### src/rtl/rg_pkg.sv
package rg_pkg;
  typedef struct packed {
    logic slot;
    logic iter;
    logic grant;
  } rg_strobe_t;
endpackage

### src/rtl/rg_iter_track.sv
module rg_iter_track #(
  parameter int N_ITER = 3
) (
  input  logic              clk,
  input  logic              rst_n,
  input  rg_pkg::rg_strobe_t stb,
  output logic              window_open,
  output logic              granted
);
  localparam int CW = $clog2(N_ITER + 1);
  localparam logic [CW-1:0] LAST = CW'(N_ITER);

  logic [CW-1:0] cnt_q, cnt_d;
  logic          gr_q, gr_d;
  logic          en;

  assign window_open = (cnt_q < LAST);
  assign granted     = gr_q;

  always_comb begin
    cnt_d = cnt_q;
    gr_d  = gr_q;
    en    = 1'b0;
    if (stb.slot) begin
      cnt_d = '0;
      gr_d  = 1'b0;
      en    = 1'b1;
    end else if (stb.iter && window_open) begin
      cnt_d = cnt_q + 1'b1;
      gr_d  = gr_q | stb.grant;
      en    = 1'b1;
    end
  end

  always_ff @(posedge clk or negedge rst_n) begin
    if (!rst_n) begin
      cnt_q <= LAST;
      gr_q  <= 1'b0;
    end else if (en) begin
      cnt_q <= cnt_d;
      gr_q  <= gr_d;
    end
  end

  // the round count never passes the per-slot limit
  a_r5_cnt_bound: assert property (@(posedge clk) disable iff (!rst_n)
    cnt_q <= LAST);

  // a grant taken inside an open window marks the input as matched
  a_r4_grant_latch: assert property (@(posedge clk) disable iff (!rst_n)
    (stb.iter && stb.grant && !stb.slot && window_open) |=> granted);

  // a slot strobe always reopens the window with no grant pending
  a_r8_slot_wins: assert property (@(posedge clk) disable iff (!rst_n)
    stb.slot |=> (window_open && !granted));
endmodule

### src/rtl/rg_hold_track.sv
module rg_hold_track #(
  parameter int N_OUT = 4
) (
  input  logic             clk,
  input  logic             rst_n,
  input  logic             slot_start,
  input  logic [N_OUT-1:0] voq_ne,
  input  logic [N_OUT-1:0] keep_conn,
  output logic [N_OUT-1:0] hold_eff
);
  logic [N_OUT-1:0] held_q, held_d;

  always_comb begin
    if (slot_start) held_d = keep_conn & voq_ne;
    else            held_d = held_q & voq_ne;
  end

  always_ff @(posedge clk or negedge rst_n) begin
    if (!rst_n) held_q <= '0;
    else        held_q <= held_d;
  end

  assign hold_eff = held_q & voq_ne;

  // once a held queue reads empty, that hold does not come back within the slot
  a_r7_drop_sticky: assert property (@(posedge clk) disable iff (!rst_n)
    (!slot_start && ((held_q & ~voq_ne) != '0)) |=> ((held_q & $past(held_q & ~voq_ne)) == '0));

  // no hold can start on an empty queue
  a_r9_no_empty_hold: assert property (@(posedge clk) disable iff (!rst_n)
    slot_start |=> ((held_q & ~$past(voq_ne)) == '0));
endmodule

### src/rtl/rg_req_mask.sv
module rg_req_mask #(
  parameter int N_OUT = 4
) (
  input  logic [N_OUT-1:0] voq_ne,
  input  logic [N_OUT-1:0] hold_eff,
  input  logic             window_open,
  input  logic             granted,
  output logic [N_OUT-1:0] req,
  output logic [N_OUT-1:0] grant_dis,
  output logic             accept_dis
);
  logic busy;

  always_comb begin
    busy       = granted | (|hold_eff);
    req        = (window_open && !busy) ? voq_ne : '0;
    grant_dis  = hold_eff;
    accept_dis = |hold_eff;
  end
endmodule

### src/rtl/voq_req_gen.sv
module voq_req_gen #(
  parameter int N_OUT  = 4,
  parameter int N_ITER = 3
) (
  input  logic             clk,
  input  logic             rst_n,
  input  logic [N_OUT-1:0] voq_ne,
  input  logic [N_OUT-1:0] keep_conn,
  input  logic             any_grant,
  input  logic             iter_strobe,
  input  logic             slot_start,
  output logic [N_OUT-1:0] req,
  output logic [N_OUT-1:0] grant_dis,
  output logic             accept_dis
);
  rg_pkg::rg_strobe_t stb;
  logic               window_open;
  logic               granted;
  logic [N_OUT-1:0]   hold_eff;

  assign stb = '{slot: slot_start, iter: iter_strobe, grant: any_grant};

  rg_iter_track #(.N_ITER(N_ITER)) u_iter (
    .clk(clk), .rst_n(rst_n), .stb(stb),
    .window_open(window_open), .granted(granted)
  );

  rg_hold_track #(.N_OUT(N_OUT)) u_hold (
    .clk(clk), .rst_n(rst_n), .slot_start(slot_start),
    .voq_ne(voq_ne), .keep_conn(keep_conn), .hold_eff(hold_eff)
  );

  rg_req_mask #(.N_OUT(N_OUT)) u_mask (
    .voq_ne(voq_ne), .hold_eff(hold_eff), .window_open(window_open),
    .granted(granted), .req(req), .grant_dis(grant_dis),
    .accept_dis(accept_dis)
  );

  // requests only ever go to outputs whose queues hold data
  a_r1_req_subset: assert property (@(posedge clk) disable iff (!rst_n)
    (req & ~voq_ne) == '0);

  // a held connection blocks every request from this input
  a_r6_hold_blocks: assert property (@(posedge clk) disable iff (!rst_n)
    accept_dis |-> (req == '0));

  // at most one output is held (keep vector is one-hot or zero)
  a_r6_single_hold: assert property (@(posedge clk) disable iff (!rst_n)
    $onehot0(grant_dis));

  // after a slot strobe the input either holds or requests its whole queue set
  a_r3_slot_opens: assert property (@(posedge clk) disable iff (!rst_n)
    slot_start |=> (accept_dis || (req == voq_ne)));
endmodule

### config.mk
export PLATFORM = sky130hd
export DESIGN_NAME = voq_req_gen
export DESIGN_NICKNAME = d
export VERILOG_FILES = /design/src/rtl/rg_pkg.sv /design/src/rtl/rg_iter_track.sv /design/src/rtl/rg_hold_track.sv /design/src/rtl/rg_req_mask.sv /design/src/rtl/voq_req_gen.sv
export SDC_FILE = /design/constraint.sdc
export NUM_CORES = 1
export LEC_CHECK = 0
export BUFFER_PORTS_ARGS = -buffer_cell sky130_fd_sc_hd__clkbuf_2
export CORE_AREA = 4 4 41 43
export DETAILED_ROUTE_END_ITERATION = 10
export DIE_AREA = 0 0 45 47
export MAX_ROUTING_LAYER = met4
export SLEW_MARGIN = 20
export SYNTH_ARGS = -nofsm -noshare
export SYNTH_HDL_FRONTEND = slang
export SYNTH_SLANG_ARGS = --single-unit
### constraint.sdc
create_clock -name clk -period 1.4 [get_ports clk]
set_clock_uncertainty 0.1 [all_clocks]
set_input_delay 0.28 -clock clk [delete_from_list [all_inputs] [get_ports clk]]
set_output_delay 0.28 -clock clk [all_outputs]
set_load 0.005 [all_outputs]
==> flow_summary_export.csv <==
group,metric,value,unit
clock_network,clockRootBuffer,"clkbuf_4",
routing,wl_per_cell,10.8,um
die,die_h,47,um
routing,wl_met2,475,um
placement,place_area,517,um^2
sta,final.setup.worst_slack,-0.214,ns
worst_setup_path,path_depth,4,
final_layout,drive_gt1_share,50.7,%
die,die_x,45,um
placement,place_inst,76,
clock_network,clockBufferDepth,2,
sta,worstMarginPinSlew,0.188,ns
yosys,seq_area_frac_synth,46.1,%
routing,ant_nets,0,
final_layout,stdcell_count,82,
placement,dpl.hpwl,771,um
final_layout,diodes,0,
worst_setup_path,startpoint,"u_iter.cnt_q[1]",
sta,maxSlewHeadroom,87.5,%
job,maxCapViolCount,0,
routing,highest_layer,"met3",
sta,finalMaxSlewViolations,0,
final_layout,final_cell_area,587,um^2
routing,via_per_inst,4.29,
sta,hold_viol,0,
placement,dp_slack,-0.0216,ns
worst_setup_path,reg2reg_to,"u_iter.granted",
clock_network,cts_max_level,1,
routing,remaining_drc_errors,0,
die,dieArea,2120,um^2
worst_setup_path,cp_top_family,"flip-flops",
worst_setup_path,arrival,1.23,ns
routing,wl_met1,347,um
sta,setup_tns,-0.902,ns
pwr,p_total,540,uW
worst_setup_path,critical_path.max_fanout,4,
global_route,antenna_found_initial,0,
routing,wirelength,887,um
clock_network,clk_pin_slew,0.05,ns
clock_network,tritoncts.num_buffers,3,
placement,gpl.final_weighted_congestion,0.734,
die,rows,13,
pwr,power_leakage,0.000351,uW
die,start_util,29.6,%
worst_setup_path,rrSetupSlack,0.16,ns
final_layout,nets,82,
yosys,synth_cells,39,
worst_setup_path,path_class,"flip-flop to primary output",
yosys,ys_types,14,
clock_network,cts_tree,"done",
sta,setup_violations,5,
pwr,ir_drop,0.511,mV
worst_setup_path,cp_slowest_stage_delay,0.56,ns
yosys,syn_avg_cell_area,9.88,um^2
routing,vias,352,
final_layout,areaGrowthSynthToFinish,52.3,%
worst_setup_path,worstSetupStartpointType,"flip-flop",
global_route,grt_max_degree,8,
sta,fmax,0.620,GHz
clock_network,clk_latency,0.24,ns
worst_setup_path,end_kind,"primary output",
worst_hold_path,min_path_type,"input pin to flip-flop",
pwr,p_per_area,920,nW/um^2
routing,dr.pass1.iters,2,
yosys,ys_ff_latch,7,
sta,final.min_clock_period,1.61,ns
global_route,overflow,0,
worst_setup_path,ff2ff_path_depth,5,
global_route,grt_usage,10.4,%
placement,io_buffers,21,
routing,met3_length,64,um
worst_setup_path,endpoint,"req[0]",
clock_network,cts.sinks,7,
worst_setup_path,r2r_start,"u_iter.cnt_q[1]",
run_status,violations,"negative setup slack",
sta,period_share,115,%
worst_setup_path,path_cells,"ha_4, nor2_2, and3_4, buf_6",
worst_setup_path,worst_ep_required_time,1.02,ns
global_route,grt_first_pass_wirelength,1.52,mm
global_route,grt_pass1_vias,377,
run_status,status,"finished with violations",
yosys,syn_area,385,um^2
die,io_pins,22,
worst_setup_path,worst-path-buf-inv,1,
routing,drtIter0Drc,2,
yosys,yosys_warnings,0,
sta,rsz0062_at_grt,"yes",
worst_setup_path,crit_slowest_cell,"dfstp_2",
yosys,syn_nets,53,
die,core_area,1300,um^2
## sequential cells by signal, indices dropped and copies added (netlist names)
register / count
u_hold.held_q: 4
u_iter.granted: 1
u_iter.cnt_q: 2
## worst reg2reg max path: cells and delay by family (launching register included)
family,cells,cell delay [ns]
compound gates,1,0.14
flops,1,0.56
fa+ha+maj,1,0.14
buf+inv,1,0.11
simple gates,2,0.09
## cells by family after synthesis
logic type | share of synthesized area (%)
compound gates | 1.30
xor+xnor | 2.27
fa+ha+maj | 3.25
buf+inv | 6.82
flops | 46.1
mux | 13.0
simple gates | 27.3
## power by group
part / leakage [uW] / switching (uW) / total [uW] / internal, uW
combinational: 0.000249 / 53.8 / 131 / 76.8
clock: 0.0000150 / 67.3 / 176 / 108
sequential: 0.0000870 / 11.5 / 234 / 222
total: 0.000351 / 133 / 540 / 407
## metal layers
metal / up-vias / global-route usage, %
li1: 182 / -
met1: 158 / 11.4
met2: 12 / 17.5
met3: 0 / 4.60
met4: 0 / 1.75
met5: - / -
## layout make-up
cell class | instances | area (um^2)
sequential | 7 | 178
tap | 15 | 18.8
multi-input combinational | 26 | 201
clock buffer | 4 | 26.3
timing repair buffer | 25 | 144
inverter | 5 | 18.8
fill | 143 | 714
## worst min path at each step
stage | startpoint | end | cells past startpoint
4_1_cts | any_grant | u_iter.granted | 3
2_1_floorplan | rst_n | u_hold.held_q[0] | 0
3_3_place_gp | rst_n | u_hold.held_q[1] | 1
5_1_grt | voq_ne[3] | u_hold.held_q[3] | 2
3_5_place_dp | rst_n | u_hold.held_q[1] | 1
6_report | any_grant | u_iter.granted | 3
## cells in the mapped netlist
cell / count / share of area, %
and3_1: 4 / 6.5
nor2b_1: 4 / 6.5
inv_1: 5 / 4.9
dfrtp_1: 5 / 32
a21oi_1: 1 / 1.3
xnor2_1: 1 / 2.3
dfstp_2: 2 / 14
nand2_1: 4 / 3.9
buf_4: 1 / 1.9
and4_4: 1 / 2.9
ha_1: 1 / 3.2
nor2b_4: 1 / 3.6
mux2i_1: 5 / 13
nor2_1: 4 / 3.9
## through the flow
| step | hold WS (ns) | util [%] |
|---|---|---|
| 2_1_floorplan | -0.116 | - |
| 3_3_place_gp | 0.0275 | 39.7 |
| 3_5_place_dp | 0.0284 | 39.7 |
| 4_1_cts | 0.168 | 43.7 |
| 5_1_grt | 0.189 | 45.1 |
| 6_report | 0.169 | 45.1 |
## repair_timing
action / in CTS / in global routing
pin swaps: 6 / 2
cloned: 0 / 0
hold buffers: 1 / 0
setup endpoints to repair: 5 / 5
gates resized for setup: 3 / 2
endpoints found under the hold margin: 7 / 0
setup buffers: 0 / 1
## cell usage in the layout (no fill, tap or decap), types with 2 or more instances in the layout
master | netlist | routed
nor2b_1 | 4 | 4
dfstp_2 | 2 | 2
clkbuf_2 | 0 | 20
and3_1 | 4 | 3
clkbuf_4 | 0 | 3
mux2i_1 | 5 | 5
dfrtp_1 | 5 | 5
nand2_1 | 4 | 4
inv_1 | 5 | 5
buf_4 | 1 | 3
nor2_1 | 4 | 3
Note: power is estimated with default switching activity, not from simulation.
